**src/rtl/rxbuf_pkg.sv**
```systemverilog
package rxbuf_pkg;
    typedef enum logic [1:0] {
        ST_EMPTY = 2'd0,
        ST_ONE   = 2'd1,
        ST_TWO   = 2'd2,
        ST_SWAP  = 2'd3
    } rx_state_e;
endpackage

```
**src/rtl/rxbuf_slots.sv**
```systemverilog
module rxbuf_slots #(
    parameter int CNT_W = 7,
    parameter int NSLOT = 2
) (
    input  logic             clk,
    input  logic             rst_n,
    input  logic             push,
    input  logic [CNT_W-1:0] push_cnt,
    input  logic             pop,
    output logic [CNT_W-1:0] slot_head
);
    localparam int PTR_W = (NSLOT > 1) ? $clog2(NSLOT) : 1;

    logic [PTR_W-1:0] wr_ptr, rd_ptr;
    logic [CNT_W-1:0] cnt_q [NSLOT];

    function automatic logic [PTR_W-1:0] ptr_inc(input logic [PTR_W-1:0] p);
        return (p == PTR_W'(NSLOT - 1)) ? '0 : p + 1'b1;
    endfunction

    always_ff @(posedge clk or negedge rst_n) begin
        if (!rst_n) begin
            wr_ptr <= '0;
            rd_ptr <= '0;
        end else begin
            if (push) wr_ptr <= ptr_inc(wr_ptr);
            if (pop)  rd_ptr <= ptr_inc(rd_ptr);
        end
    end

    for (genvar g = 0; g < NSLOT; g++) begin : g_slot
        always_ff @(posedge clk or negedge rst_n) begin
            if (!rst_n)
                cnt_q[g] <= '0;
            else if (push && wr_ptr == PTR_W'(g))
                cnt_q[g] <= push_cnt;
        end
    end

    assign slot_head = cnt_q[rd_ptr];
endmodule

```
**src/rtl/rxbuf_fsm.sv**
```systemverilog
module rxbuf_fsm
    import rxbuf_pkg::*;
(
    input  logic      clk,
    input  logic      rst_n,
    input  logic      pkt_valid,
    input  logic      unload,
    input  logic      clr_rdy,
    input  logic      dbuf_dis,
    input  logic      head_is_max,
    output rx_state_e state,
    output logic      push,
    output logic      pop,
    output logic      nak,
    output logic      rdy,
    output logic      full
);
    rx_state_e state_nx;
    logic      release_hd;

    always_ff @(posedge clk or negedge rst_n) begin
        if (!rst_n) state <= ST_EMPTY;
        else        state <= state_nx;
    end

    always_comb begin
        rdy  = 1'b0;
        full = 1'b0;
        unique case (state)
            ST_EMPTY: ;
            ST_ONE:   rdy = 1'b1;
            ST_TWO:   begin rdy = 1'b1; full = 1'b1; end
            ST_SWAP:  ;
        endcase
    end

    always_comb begin
        release_hd = rdy && (clr_rdy || (unload && head_is_max));
        nak  = pkt_valid && ((state == ST_TWO) ||
               (dbuf_dis && (state == ST_ONE || state == ST_SWAP)));
        push = pkt_valid && !nak;
        pop  = release_hd;
    end

    always_comb begin
        state_nx = state;
        unique case (state)
            ST_EMPTY: if (push) state_nx = ST_ONE;
            ST_ONE: begin
                unique case ({push, release_hd})
                    2'b10:   state_nx = ST_TWO;
                    2'b01:   state_nx = ST_EMPTY;
                    2'b11:   state_nx = ST_SWAP;
                    default: state_nx = ST_ONE;
                endcase
            end
            ST_TWO:  if (release_hd) state_nx = ST_SWAP;
            ST_SWAP: state_nx = push ? ST_TWO : ST_ONE;
        endcase
    end

    assert_full_has_rdy_R5: assert property (@(posedge clk) disable iff (!rst_n)
        full |-> rdy);
    assert_dis_never_full_R7: assert property (@(posedge clk) disable iff (!rst_n)
        (dbuf_dis && !full) |=> !full);
    assert_nak_when_full_R8: assert property (@(posedge clk) disable iff (!rst_n)
        (pkt_valid && full) |-> nak);
    assert_gap_then_rdy_R6: assert property (@(posedge clk) disable iff (!rst_n)
        (state == ST_SWAP) |=> rdy);
    assert_full_release_gap_R6: assert property (@(posedge clk) disable iff (!rst_n)
        (full && clr_rdy) |=> (!rdy && !full));
    assert_auto_release_R3: assert property (@(posedge clk) disable iff (!rst_n)
        (rdy && !full && unload && head_is_max && !pkt_valid) |=> !rdy);
    assert_short_keeps_rdy_R4: assert property (@(posedge clk) disable iff (!rst_n)
        (rdy && unload && !head_is_max && !clr_rdy) |=> rdy);
    assert_idle_stays_empty_R9: assert property (@(posedge clk) disable iff (!rst_n)
        (state == ST_EMPTY && !pkt_valid) |=> (state == ST_EMPTY));
endmodule

```
**src/rtl/rxbuf_status_ctrl.sv**
```systemverilog
module rxbuf_status_ctrl
    import rxbuf_pkg::*;
#(
    parameter int MAX_PKT = 64,
    parameter int CNT_W   = $clog2(MAX_PKT + 1)
) (
    input  logic             clk,
    input  logic             rst_n,
    input  logic             pkt_valid,
    input  logic [CNT_W-1:0] pkt_bytes,
    input  logic             unload,
    input  logic             clr_rdy,
    input  logic             dbuf_dis,
    output logic             rdy,
    output logic             full,
    output logic [CNT_W-1:0] head_cnt,
    output logic             nak
);
    localparam int NSLOT = 2;
    localparam logic [CNT_W-1:0] MAX_CNT = CNT_W'(MAX_PKT);

    rx_state_e        state;
    logic             push, pop, head_is_max;
    logic [CNT_W-1:0] slot_head;

    rxbuf_fsm u_fsm (
        .clk         (clk),
        .rst_n       (rst_n),
        .pkt_valid   (pkt_valid),
        .unload      (unload),
        .clr_rdy     (clr_rdy),
        .dbuf_dis    (dbuf_dis),
        .head_is_max (head_is_max),
        .state       (state),
        .push        (push),
        .pop         (pop),
        .nak         (nak),
        .rdy         (rdy),
        .full        (full)
    );

    rxbuf_slots #(.CNT_W(CNT_W), .NSLOT(NSLOT)) u_slots (
        .clk       (clk),
        .rst_n     (rst_n),
        .push      (push),
        .push_cnt  (pkt_bytes),
        .pop       (pop),
        .slot_head (slot_head)
    );

    assign head_cnt    = (state == ST_EMPTY) ? '0 : slot_head;
    assign head_is_max = (head_cnt == MAX_CNT);

    assert_nak_keeps_count_R8: assert property (@(posedge clk) disable iff (!rst_n)
        (nak && rdy && !unload && !clr_rdy) |=> $stable(head_cnt));
endmodule

```
**config.mk**
```make
export PLATFORM = sky130hd
export DESIGN_NAME = rxbuf_status_ctrl
export DESIGN_NICKNAME = d
export VERILOG_FILES = /design/src/rtl/rxbuf_pkg.sv /design/src/rtl/rxbuf_slots.sv /design/src/rtl/rxbuf_fsm.sv /design/src/rtl/rxbuf_status_ctrl.sv
export SDC_FILE = /design/constraint.sdc
export NUM_CORES = 1
export LEC_CHECK = 0
export BUFFER_PORTS_ARGS = -buffer_cell sky130_fd_sc_hd__buf_4
export CORE_MARGIN = 5
export CORE_UTILIZATION = 35
export CTS_CLUSTER_DIAMETER = 150
export DETAILED_ROUTE_END_ITERATION = 8
export PLACE_DENSITY = 0.57
export SLEW_MARGIN = 15
export SYNTH_ARGS = -nofsm -noshare
export SYNTH_HDL_FRONTEND = slang
export SYNTH_SLANG_ARGS = --single-unit
```
**constraint.sdc**
```tcl
create_clock -name clk -period 2.45 [get_ports clk]
set_input_delay 0.735 -clock clk [delete_from_list [all_inputs] [get_ports clk]]
set_output_delay 0.735 -clock clk [all_outputs]
set_load 0.01 [all_outputs]
```
==> results by group <==
CTS
  – TritonCTS Sinks: 18
  – Clock buffer depth: 2
  – Root buf cell: clkbuf_4
  – Clk pin slew, worst setup/hold paths: ~0.1 ns
  – Hold buffers post-CTS: 0
  – Worst skew pair latency: between 0.2 and 0.3 ns
  – TritonCTS clock tree: done
  – Num CTS Buffers: 3
  – H-tree depth: 1

Yosys
  – Post-synthesis cell count: 90
  – Synth Area per Inst: 11.6 um^2
  – #FFs+latches synth: 18
  – Register area share after synthesis: 43.1%
  – Distinct cells, synth: 28
  – Synth Warn #: 0
  – Post-Syn Area: 1050 um^2
  – Post-synth EDFFs: 0
  – Post-synth ARST share: 100%
  – Ys flop type: dfrtp_1
  – Net Count, Synth: 110

Detailed routing
  – WL/cell: 14.8 um
  – Vias after detailed routing: 745
  – First-pass DRT Iterations: 4
  – Remaining DRCs: 0
  – Post-route ant nets: 0
  – Iter 0 DRT Violations: 9
  – Final WL: 2.19 mm
  – Routed vias/inst: ~5

Place
  – I/O Buffers: 22
  – Gpl congestion: 0.730
  – Post-DP HPWL: ~1.7 mm
  – Setup Slack @ Placement: about 0.17 ns

Die
  – Starting density of the core: between 30% and 40%
  – Die Footprint: 4180 um^2
  – Core ar.: ~2800 um^2
  – I/O Pins: 23
  – Cell row count: 19
  – Die width: about 65 um
  – DIE HEIGHT: 64.7 um

Pwr
  – Worst IR drop on VDD: 0.650 mV
  – PD cells: 1350 nW/um^2
  – LEAKAGE: 0.617 nW

STA
  – Pins over their slew limit: 0
  – Max Freq: 443 MHz
  – Final period util: 92.1%
  – Hold Fails Final Rpt: 0
  – Setup total negative slack: 0 ns
  – RSZ-0062 raised after global routing: false
  – Relative max-transition margin: a little over two thirds
  – Final setup vio count: 0
  – Crit path time final: ~2.3 ns
  – Least-Margin Pin Slew: 0.454 ns
  – Setup WS post-layout: 0.192 ns
  – Fin Clk Skew: 0.00556 ns

Layout
  – Area Growth Syn to Fin: 23.4%
  – Most common cell after layout, fill and taps aside: buf_4
  – Nets: 138
  – Share of layout cells above drive strength 1: between 40% and 50%
  – N_diodes: 0
  – Commonest non-fill, non-tap cells in the layout: 26 x buf_4, 16 x dfrtp_1, 14 x mux2_2

Setup path
  – R2R Setup Slk: 0.19 ns
  – CP Launch Type: flip-flop
  – CP endpoint kind: flip-flop
  – RR Startpoint: u_fsm.state[0]
  – Reg2Reg Depth: 12
  – Worst-path fanout max: 4
  – Type of the worst setup path: reg2reg
  – Critical Path AT: 2.48 ns
  – End of the worst register-to-register path: u_fsm.state[1]
  – Worst EP required: 2.67 ns

Run status
  – Status: finished, final reports clean

GRT
  – Largest net degree at the start of global routing: 19
  – GRT Overall Usage: 11.6%
  – Vias in the first global route: 783
  – GR Overflow Total: 0
  – Initial antenna violation count: 0
  – First-pass GRT wire length: between 3 and 4 mm

Worst hold path
  – Min-delay worst type: in2async

Run
  – Max-cap viol count: 0
registers in the layout, summed over array words and instances (netlist names):
| signal | flops |
|---|---|
| u_slots.cnt_q | 14 |
| u_fsm.state | 2 |
| u_slots.wr_ptr | 1 |
| u_slots.rd_ptr | 1 |
power breakdown:
| group | switching [W] | internal (W) | total (W) |
|---|---|---|---|
| sequential | 0.000153 | 0.000455 | 0.000609 |
| combinational | 0.000432 | 0.000519 | 0.000951 |
| clock | 0.0000905 | 0.0000905 | 0.000181 |
| total | 0.000676 | 0.00106 | 0.00174 |
worst max-delay path, stage by stage (launching register included):
cell and delay, ns:
dfrtp_1 0.40, inv_1 0.10, ha_1 0.22, nor2_1 0.17, and4bb_4 0.30, o21ai_4 0.08, inv_1 0.07, ha_1 0.13
nor2_1 0.04, nor3b_1 0.17, a211oi_1 0.07, or3_1 0.31, o2bb2ai_1 0.14
synthesized netlist by cell type, types with 2 or more instances:
cell type   n  area share [%]
inv_1       3             1.1
buf_6       2             2.2
a21oi_1     3             1.4
mux2_2     14              15
ha_1        7             8.4
nand2b_1    2             1.2
nand2_1     2            0.72
mux2i_1     8             7.7
nor2_1     11             3.9
nor2b_1     2             1.2
dfrtp_1    18              43
nand2_2     2             1.2
stage by stage:
stage / hold slack (ns) / total power (W) / util (%) / cells / cell area, um^2
after floorplan: 0.439 / 0.00121 / - / 90 / 1050
after global placement: 0.497 / 0.00153 / 44.1 / 142 / 1240
after detailed placement: 0.499 / 0.00155 / 44.1 / 142 / 1240
after CTS: 0.289 / 0.00174 / 45.4 / 146 / 1270
after global routing: 0.286 / 0.00188 / 46.0 / 148 / 1290
final: 0.287 / 0.00174 / 46.0 / 148 / 1290
cell type report:
class	count	area, um^2
fillers	276	1510
multi-input cells	65	552
flip-flops and latches	18	453
repair buffers	26	195
well taps	31	38.8
clock buffers	4	36.3
inverters	4	16.3
cell families (layout without fill, tap and decap cells):
family	after synthesis	in the layout	synth area share, %
mux	22	22	22.7
xor+xnor	1	1	0.837
compound gates	9	9	6.94
fa+ha+maj	7	7	8.37
simple gates	26	26	13.9
buf+inv	7	34	4.19
flops	18	18	43.1
layer usage:
| layer | track usage [%] | share of wire [%] | vias up |
|---|---|---|---|
| met2 | 19.7 | 50 | 14 |
| li1 | - | - | 368 |
| met3 | 4.32 | 4.2 | 0 |
| met5 | 0 | 0 | - |
| met1 | 14.4 | 46 | 363 |
| met4 | 1.58 | 0 | 0 |
timing repair:
action	CTS	global route
buffers inserted	0	2
resized for setup	0	2
endpoints found under the setup margin	0	1
worst max path at each step:
| stage | startpoint | end | slack, ns | cells after the start |
|---|---|---|---|---|
| 5_1_grt | u_fsm.state[0] | u_fsm.state[1] | 0.008 | 12 |
| 3_3_place_gp | u_fsm.state[0] | u_fsm.state[1] | 0.24 | 12 |
| 6_report | u_fsm.state[0] | u_fsm.state[1] | 0.19 | 12 |
| 3_5_place_dp | u_fsm.state[0] | u_fsm.state[1] | 0.17 | 12 |
| 4_1_cts | u_fsm.state[0] | u_fsm.state[1] | 0.15 | 12 |
| 2_1_floorplan | u_fsm.state[0] | u_fsm.state[1] | 0.12 | 13 |
Note: power is estimated with default switching activity, not from simulation.
